===== config.mk =====
export PLATFORM = sky130hd
export DESIGN_NAME = hdlc_tx_framer
export DESIGN_NICKNAME = d
export VERILOG_FILES = /design/src/rtl/hdlc_txf_pkg.sv /design/src/rtl/hdlc_txf_crc.sv /design/src/rtl/hdlc_txf_stuff.sv /design/src/rtl/hdlc_tx_framer.sv
export SDC_FILE = /design/constraint.sdc
export NUM_CORES = 1
export LEC_CHECK = 0
export BUFFER_PORTS_ARGS = -buffer_cell sky130_fd_sc_hd__buf_4
export CORE_MARGIN = 2
export CORE_UTILIZATION = 30
export DETAILED_ROUTE_END_ITERATION = 6
export PLACE_DENSITY = 0.56
export SLEW_MARGIN = 25
export SYNTH_ARGS = -nofsm -noshare
export SYNTH_HDL_FRONTEND = slang
export SYNTH_HIERARCHICAL = 1
export SYNTH_SLANG_ARGS = --single-unit

===== constraint.sdc =====
create_clock -name clk -period 5.6 [get_ports clk]
set_input_delay 0.56 -clock clk [delete_from_list [all_inputs] [get_ports clk]]
set_output_delay 0.56 -clock clk [all_outputs]
set_load 0.005 [all_outputs]

===== src/rtl/hdlc_txf_pkg.sv =====
package hdlc_txf_pkg;

  typedef enum logic [1:0] {
    ST_FLAG  = 2'd0,
    ST_DATA  = 2'd1,
    ST_FCS   = 2'd2,
    ST_ABORT = 2'd3
  } txf_state_e;

  localparam logic [7:0] FLAG_BYTE = 8'h7E;

endpackage


===== src/rtl/hdlc_txf_crc.sv =====
module hdlc_txf_crc #(
  parameter int           W    = 16,
  parameter logic [W-1:0] POLY = 16'h8408,
  parameter logic [W-1:0] SEED = {W{1'b1}}
) (
  input  logic         clk,
  input  logic         rst,
  input  logic         init,
  input  logic         step,
  input  logic         din,
  output logic [W-1:0] crc
);

  logic [W-1:0] crc_q;
  logic [W-1:0] shifted;
  logic         fb;

  always_comb begin
    fb      = crc_q[0] ^ din;
    shifted = {1'b0, crc_q[W-1:1]} ^ (fb ? POLY : '0);
  end

  always_ff @(posedge clk) begin
    if (rst || init) begin
      crc_q <= SEED;
    end else if (step) begin
      crc_q <= shifted;
    end
  end

  assign crc = crc_q;

endmodule


===== src/rtl/hdlc_txf_stuff.sv =====
module hdlc_txf_stuff #(
  parameter int RUN = 5
) (
  input  logic clk,
  input  logic rst,
  input  logic clr,
  input  logic upd,
  input  logic bit_in,
  input  logic countable,
  output logic due
);

  localparam int CW = $clog2(RUN + 1);

  logic [CW-1:0] cnt_q;

  always_ff @(posedge clk) begin
    if (rst || clr) begin
      cnt_q <= '0;
    end else if (upd) begin
      if (countable && bit_in) cnt_q <= cnt_q + CW'(1);
      else                     cnt_q <= '0;
    end
  end

  assign due = (cnt_q == CW'(RUN));

endmodule


===== src/rtl/hdlc_tx_framer.sv =====
module hdlc_tx_framer #(
  parameter int            DATA_W    = 8,
  parameter int            CRC_W     = 16,
  parameter logic [15:0]   CRC_POLY  = 16'h8408,
  parameter int            STUFF_RUN = 5,
  parameter int            ABORT_LEN = 7
) (
  input  logic              clk,
  input  logic              rst,
  input  logic              en,
  input  logic              baud_tick,
  input  logic              crc_on,
  input  logic              urun_abort,
  input  logic [DATA_W-1:0] in_data,
  input  logic              in_valid,
  input  logic              in_last,
  output logic              in_ready,
  output logic              line_out,
  output logic              line_active,
  output logic              urun_pulse
);
  import hdlc_txf_pkg::*;

  localparam int MAX_A  = (CRC_W > ABORT_LEN) ? CRC_W : ABORT_LEN;
  localparam int MAXC   = (MAX_A > DATA_W) ? MAX_A : DATA_W;
  localparam int IDX_W  = $clog2(MAXC);
  localparam int BIT_W  = $clog2(DATA_W);
  localparam logic [IDX_W-1:0] LAST_BIT  = IDX_W'(DATA_W - 1);
  localparam logic [IDX_W-1:0] LAST_FCS  = IDX_W'(CRC_W - 1);
  localparam logic [IDX_W-1:0] LAST_ABT  = IDX_W'(ABORT_LEN - 1);
  localparam logic [IDX_W-1:0] LAST_FLAG = IDX_W'(7);

  txf_state_e        state_q, nxt_state;
  logic [IDX_W-1:0]  idx_q, nxt_idx;
  logic [DATA_W-1:0] byte_q;
  logic              last_q;
  logic              line_q, act_q, urun_q;

  logic              tick, stuff_due, need_byte, take;
  logic              emit_bit, emit_cnt, load, crc_init, crc_step, urun_set;
  logic [CRC_W-1:0]  crc_val;

  assign tick = en & baud_tick;

  hdlc_txf_stuff #(.RUN(STUFF_RUN)) u_stuff (
    .clk       (clk),
    .rst       (rst),
    .clr       (~en),
    .upd       (tick),
    .bit_in    (emit_bit),
    .countable (emit_cnt),
    .due       (stuff_due)
  );

  hdlc_txf_crc #(.W(CRC_W), .POLY(CRC_POLY[CRC_W-1:0])) u_crc (
    .clk  (clk),
    .rst  (rst),
    .init (tick & crc_init),
    .step (tick & crc_step),
    .din  (emit_bit),
    .crc  (crc_val)
  );

  // A byte is pulled on the tick that sends the final bit of a flag or
  // of a non-final data byte.
  always_comb begin
    need_byte = 1'b0;
    if (!stuff_due) begin
      if (state_q == ST_FLAG && idx_q == LAST_FLAG) need_byte = 1'b1;
      if (state_q == ST_DATA && idx_q == LAST_BIT && !last_q) need_byte = 1'b1;
    end
  end

  assign in_ready = tick & need_byte;
  assign take     = in_ready & in_valid;

  always_comb begin
    emit_bit  = 1'b0;
    emit_cnt  = 1'b1;
    nxt_state = state_q;
    nxt_idx   = idx_q;
    load      = 1'b0;
    crc_init  = 1'b0;
    crc_step  = 1'b0;
    urun_set  = 1'b0;
    if (stuff_due) begin
      emit_bit = 1'b0;
      emit_cnt = 1'b1;
    end else begin
      unique case (state_q)
        ST_FLAG: begin
          emit_bit = FLAG_BYTE[idx_q[2:0]];
          emit_cnt = 1'b0;
          if (idx_q == LAST_FLAG) begin
            nxt_idx = '0;
            if (take) begin
              load      = 1'b1;
              crc_init  = 1'b1;
              nxt_state = ST_DATA;
            end
          end else begin
            nxt_idx = idx_q + IDX_W'(1);
          end
        end
        ST_DATA: begin
          emit_bit = byte_q[idx_q[BIT_W-1:0]];
          crc_step = 1'b1;
          if (idx_q == LAST_BIT) begin
            nxt_idx = '0;
            if (last_q) begin
              nxt_state = crc_on ? ST_FCS : ST_FLAG;
            end else if (take) begin
              load = 1'b1;
            end else begin
              urun_set  = 1'b1;
              nxt_state = urun_abort ? ST_ABORT : (crc_on ? ST_FCS : ST_FLAG);
            end
          end else begin
            nxt_idx = idx_q + IDX_W'(1);
          end
        end
        ST_FCS: begin
          emit_bit = ~crc_val[idx_q];
          if (idx_q == LAST_FCS) begin
            nxt_idx   = '0;
            nxt_state = ST_FLAG;
          end else begin
            nxt_idx = idx_q + IDX_W'(1);
          end
        end
        default: begin
          emit_bit = 1'b1;
          emit_cnt = 1'b0;
          if (idx_q == LAST_ABT) begin
            nxt_idx   = '0;
            nxt_state = ST_FLAG;
          end else begin
            nxt_idx = idx_q + IDX_W'(1);
          end
        end
      endcase
    end
  end

  always_ff @(posedge clk) begin
    if (rst || !en) begin
      state_q <= ST_FLAG;
      idx_q   <= '0;
      byte_q  <= '0;
      last_q  <= 1'b0;
      line_q  <= 1'b1;
      act_q   <= 1'b0;
      urun_q  <= 1'b0;
    end else begin
      act_q  <= 1'b1;
      urun_q <= 1'b0;
      if (tick) begin
        line_q  <= emit_bit;
        state_q <= nxt_state;
        idx_q   <= nxt_idx;
        urun_q  <= urun_set;
        if (load) begin
          byte_q <= in_data;
          last_q <= in_last;
        end
      end
    end
  end

  assign line_out    = line_q;
  assign line_active = act_q;
  assign urun_pulse  = urun_q;

endmodule


* Word-level counts from Yosys, hierarchy flattened
Memories as Yosys holds them, arrays and structs flattened. A register that Yosys moved wholly into a read port is not among the register bits.
Cells that the tools add are included.
** Storage, ports and cells
- Flip-flop bits (word level) :: 37
- Memory bits (read-only) :: 8
- Output and inout bits :: 4
- Word-level logic and storage cells :: 97
- Memories kept :: 1
** Cells by class
- $add $sub $neg :: 2
- Order comparisons :: 2
- Equality and inequality tests :: 11
- Mux-type cells :: 42
- Bitwise gates (word level) :: 13
- Reductions and logical operators :: 17
** Memories
- (no name shown) :: depth 8, bits a word 1, read ports 1, clocked after memory_dff 1, write ports 0, RTL line hdlc_tx_framer.sv:92 : emit_bit = FLAG_BYTE[idx_q[2:0]];
** Operators by type and width (number)
- 1-bit two-way mux :: 20
- 2-bit two-way mux :: 9
- 16-bit two-way mux :: 1
- 15-bit by 16-bit XOR with 16-bit output :: 1
- 4-bit two-way mux :: 3
- 3-bit two-way mux :: 3
- 4-bit by 3-bit equality test with 1-bit output (second input constant) :: 2
- 4-bit one-hot mux with 2 select lines :: 1
- 8-bit AND reduction :: 1
- 1-bit inverter :: 6
- 2-bit one-hot mux with 3 select lines :: 1
- 6-bit OR reduction :: 1
- 1-bit AND :: 5
- 4-bit by 5-bit < comparator with 1-bit output (second input constant) :: 1
- 4-bit by 1-bit adder with 4-bit output (second input constant) :: 1
- 1-bit binary-select mux with 4-bit select :: 1
- 4-bit equality test (second input constant) :: 1
- 1-bit logical AND :: 4
- 3-bit by 4-bit < comparator with 1-bit output (second input constant) :: 1
- 2-bit by 1-bit != test with 1-bit output (second input constant) :: 2
- 2-bit != test (second input constant) :: 2
- 2-bit AND reduction :: 2
- 4-bit nonzero test :: 1
- 2-bit OR reduction :: 2
- 12 further kinds :: 15

* Logic depth before layout (Yosys ltp)
- Depth after elaboration :: 13
- Depth in mapped cells :: 10
- Depth with buffers taken out :: 8

* Cells and area by module
Netlist, hierarchy kept.
** By module, submodules not included
- hdlc_tx_framer :: times used 1, cells an instance 145, area each 1275.0 um^2
- hdlc_txf_crc :: times used 1, cells an instance 69, area each 721.9 um^2
- hdlc_txf_stuff :: times used 1, cells an instance 16, area each 161.4 um^2

* Least setup slack after synthesis
No wires, ideal clock.
- Path kind :: register to register
- Start :: register idx_q[1]
- End :: register u_stuff.cnt_q[1]
- Library setup time :: 0.145 ns
- Arrival :: 1.929 ns
- Data required time :: 5.455 ns
- Slack :: 3.526 ns
- Stages on the path, launching flop included :: 7
- Buffers on the path :: 0
- Period minus slack after synthesis :: 2.074 ns
- Path through :: dfxtp_1 -> mux4_1 -> mux2_2 -> a32oi_1 -> a31oi_1 -> a21boi_0 -> a2111oi_1
** On the way
- Longest elaborated chain between the ends :: 7
- Elaborated cells between the ends (all ways) :: 9
** Ends and longest elaborated chain
- from (decl) :: RTL line hdlc_tx_framer.sv:34 : logic [IDX_W-1:0] idx_q, nxt_idx;
- from (signal assigned) :: RTL line hdlc_tx_framer.sv:160 : idx_q <= nxt_idx;
- 1-bit binary-select mux with 4-bit select :: RTL line hdlc_tx_framer.sv:123 : emit_bit = ~crc_val[idx_q];
- 1-bit two-way mux (not written as such) :: RTL line hdlc_tx_framer.sv:123
- 1-bit inverter :: RTL line hdlc_tx_framer.sv:123
- 1-bit one-hot mux with 3 select lines (*) :: RTL line hdlc_tx_framer.sv:90 : unique case (state_q)
- 1-bit two-way mux (*) :: RTL line hdlc_tx_framer.sv:86 : if (stuff_due) begin
- named net emit_bit :: RTL line hdlc_tx_framer.sv:40 : logic emit_bit, emit_cnt, load, crc_init, crc_step, urun_set;
- 1-bit logical AND (*) :: RTL line hdlc_txf_stuff.sv:21 : if (countable && bit_in) cnt_q <= cnt_q + CW'(1);
- 3-bit two-way mux (*) :: RTL line hdlc_txf_stuff.sv:21
- to (signal assigned) :: RTL line hdlc_txf_stuff.sv:21
- to (decl) :: RTL line hdlc_txf_stuff.sv:15 : logic [CW-1:0] cnt_q;
The timed path passes the listed nets; every way through them passes the cells marked *. The select of a mux whose other input is x is not followed.
A chain may end at the register's enable or synchronous reset.

* Worst setup path after layout
Same ends and word-level chain as after synthesis.

==> Flow_metrics.wiki <==
{| class="wikitable"
! Metric !! Value
|-
| Buffers added on ports || 19
|-
| H-tree depth reported by CTS || 2
|-
| Pin count of the biggest net entering global routing || 18
|-
| Internal || 0.370 mW
|-
| Syn nets || 255
|-
| Synth Flop Type || dfxtp_1
|-
| Placed cell area || ~0.0023 sq mm
|-
| Dominant cells by area after synthesis || dfxtp_1 (35%), mux2i_1 (14%), ha_1 (5.2%)
|-
| Total of max-cap violations || 0
|-
| Worst clock skew on the final layout || about 7.0 ps
|-
| Remaining global-route overflow || 0
|-
| CTS Root Cell || clkbuf_8
|-
| Number of inserted diodes || 0
|-
| Placed instance count || ~320
|-
| Total length of routed wires || 4.09 mm
|-
| Die outline area || 0.00789 sq mm
|-
| Clock period minus worst slack || between 2000 and 3000 ps
|-
| Power per unit of standard cell area || between 200 and 250 mW/mm^2
|-
| Most area-hungry cell type in the Yosys netlist || dfxtp_1
|-
| Placeable core region || between 0.006 and 0.007 sq mm
|-
| Setup repair after global routing missed its margin || false
|-
| Clock Latency Late Sink || 290 ps
|-
| Netlist area before placement || between 0.002 and 0.0025 sq mm
|-
| Clock network power share || 37.8%
|-
| Setup total negative slack || 0 ps
|-
| Final HPWL from detailed placement || between 2 and 3 mm
|-
| Setup-failing EPs final || 0
|-
| Share of final-layout standard cells stronger than drive strength 1 || between 10% and 20%
|-
| Remaining antenna violation count || 0
|-
| P&R area growth vs syn || 8.46%
|-
| Sort of element at the end of the critical path || flop
|-
| Deepest clock path buffer count || 2
|-
| Worst slew margin relative to its limit || a little over two fifths
|-
| Die outline width || between 80 and 90 microns
|-
| Die height || a little under 90 microns
|-
| Final net count || ~260
|-
| Switching power share of the total || a little under a quarter
|-
| Result of the run || finished, final reports clean
|-
| Number of setup buffers added after CTS || 0
|-
| Seq/Total Area, Yosys || about a third
|-
| Synthesis warning total || 6
|-
| Place WS || ~2900 ps
|-
| WHS Path Cells || 2
|-
| Required arrival time at the worst endpoint || 5750 ps
|-
| Clock tree from TritonCTS || built
|-
| Gate Count Post-Synth || between 200 and 250
|-
| Library cells used by synthesis || 46
|-
| DRC violations left || 0
|-
| Final period utilization || 47.6%
|-
| Post-layout instance count excluding filler cells || 326
|-
| Share of flip-flops with an asynchronous set or reset || 0%
|-
| Ranking of synthesized cells by instance count || dfxtp_1 (38), mux2i_1 (31), nand2_1 (23), nor2_1 (19), buf_4 (14)
|-
| Row cnt || 30
|-
| Number of top-level pins || 20
|-
| HP Class || input port to flop
|-
| Clock transition time at the flip-flop clock pins of the worst setup and hold paths || around 80 ps
|-
| Finished Cell Area || ~0.0023 sq mm
|-
| WP data arrival || 2810 ps
|-
| Total leakage power || 0.959 nW
|-
| Avg Cell Area, Syn || about 9.4 sq um
|-
| Via count || approximately 1500
|-
| FF-to-FF path depth || 6
|-
| Quantity of hold-fixing buffers added after cts || 0
|-
| Most repeated cell in the gate-level netlist after synthesis || dfxtp_1
|-
| Synthesis-stage register bit count || 38
|-
| Part of the total power dissipated in sequential elements || a little under three fifths
|-
| Final number of max-transition violations || 0
|-
| Setup ws final || approximately 3000 ps
|-
| Hold Slack || 435 ps
|-
| Classification of the worst setup path || flop to flop
|-
| Cells resized by post-CTS repair || 0
|-
| First-pass detailed-route iteration total || 4
|-
| VDD IR max || 0.0817 mV
|-
| Portion of synthesized cell area occupied by the leading cell type || between 30% and 40%
|-
| Antenna violations before repair || 0
|-
| Wire length of the first global-routing pass || roughly 7 mm
|-
| Number of buffers created by CTS || 5
|-
| Final-layout fill cell count || about 700
|-
| All-layer global routing usage || approximately 12%
|-
| Number of synthesized flops with an enable pin || 0
|-
| Wire length per cell after detailed routing || around 13 microns
|-
| Hold violation total from the final report || 0
|-
| Effective utilization at floorplan || around a third
|-
| Worst Max-Slew Pin Slew || around 860 ps
|-
| Fraction of power consumed by combinational cells || about 5.3%
|-
| Maximum clock frequency || 375 MHz
|-
| Via count of the first global-routing pass || about 1500
|-
| Worst-path fanout max || 14
|-
| Detail-routed via count per cell || approximately 4.6
|-
| Number of DRC violations after detailed-routing iteration 0 || 74
|-
| Startpoint types || flop
|-
| Number of sinks on the clock net || 38
|-
| Net switching power figure || between 0.1 and 0.15 mW
|-
| Final RePlAce weighted congestion || between 0.7 and 0.8
|}
## logic make-up after synthesis
group / count (synthesis) / synth area share (%)
adder cells (fa/ha/maj): 9 / 5.22
AND/OR/NAND/NOR: 75 / 17.0
multiplexers: 37 / 20.1
flip-flops: 38 / 35.2
AO/OA/AOI/OAI: 31 / 10.2
XOR/XNOR: 4 / 2.90
buffers and inverters: 36 / 9.28
## area by class of cell
cell class	count	area (sq um)	area share [%]
clock buffer	6	72.6	3.10
clock inverter	1	7.51	0.321
inverter	10	37.5	1.60
multi-input combinational	156	1200	51.3
sequential	38	761	32.5
tap	96	120	5.13
timing repair buffer	19	143	6.09
## power groups by stage
stage | logic, mW | clock network [mW] | registers [mW]
floorplan | 0.0142 | 0 | 0.279
global placement | 0.0259 | 0 | 0.280
detailed placement | 0.0259 | 0 | 0.280
CTS | 0.0260 | 0.189 | 0.274
global route | 0.0285 | 0.201 | 0.274
finish | 0.0257 | 0.182 | 0.274
## final timing paths
check                  from  slack [ps]               end
setup / recovery   idx_q[1]        2930  u_stuff/cnt_q[1]
hold / removal     in_valid         430        urun_pulse
setup reg to reg   idx_q[1]        2930  u_stuff/cnt_q[1]
hold reg to reg   byte_q[6]         490         byte_q[6]
## sequential cells by signal (all words and copies together) (netlist names), named ones only
register / count
urun_pulse: 1
u_crc/crc: 16
byte_q: 8
line_active: 1
u_stuff/cnt_q: 3
state_q: 2
last_q: 1
idx_q: 4
line_out: 1
## cells in the final DEF, fill, tap and decap left out, drive strengths merged, types with 3 or more instances in the layout
| cell | netlist | layout |
|---|---|---|
| nor2b | 3 | 3 |
| nand3 | 4 | 4 |
| a31oi | 3 | 3 |
| a21o | 3 | 3 |
| o211ai | 4 | 4 |
| clkbuf | 6 | 6 |
| ha | 9 | 9 |
| a21oi | 8 | 8 |
| mux4 | 4 | 4 |
| or2 | 3 | 3 |
| nand2b | 5 | 5 |
| nor3 | 3 | 3 |
| buf | 20 | 19 |
| mux2i | 31 | 31 |
| nand2 | 23 | 23 |
| and2 | 3 | 3 |
| and3b | 3 | 3 |
| dfxtp | 38 | 38 |
| inv | 10 | 10 |
| nor2 | 19 | 19 |
## critical path, cell delays in order (launching register included)
cell       delay, ps
dfxtp_1          700
mux4_1           630
mux2_2           280
a32oi_1          200
a31oi_1          220
a21boi_0         380
a2111oi_1        100
## through the flow
stage          util [%]  total power [mW]
2_1_floorplan         -             0.293
3_3_place_gp       32.9             0.306
3_5_place_dp       32.9             0.306
4_1_cts            34.1             0.489
5_1_grt            34.1             0.504
6_report           34.1             0.481
## layer usage
| metal | track usage [%] | up-vias | wire length, microns | part of all wire [%] |
|---|---|---|---|---|
| li1 | - | 783 | - | - |
| met3 | 3.36 | 5 | 222 | 5.4 |
| met4 | 6.34 | 0 | 60 | 1.5 |
| met2 | 17.2 | 27 | 1890 | 46 |
| met1 | 14.8 | 700 | 1920 | 47 |
| met5 | 0 | - | 0 | 0 |
Note: power is estimated with default switching activity, not from simulation.
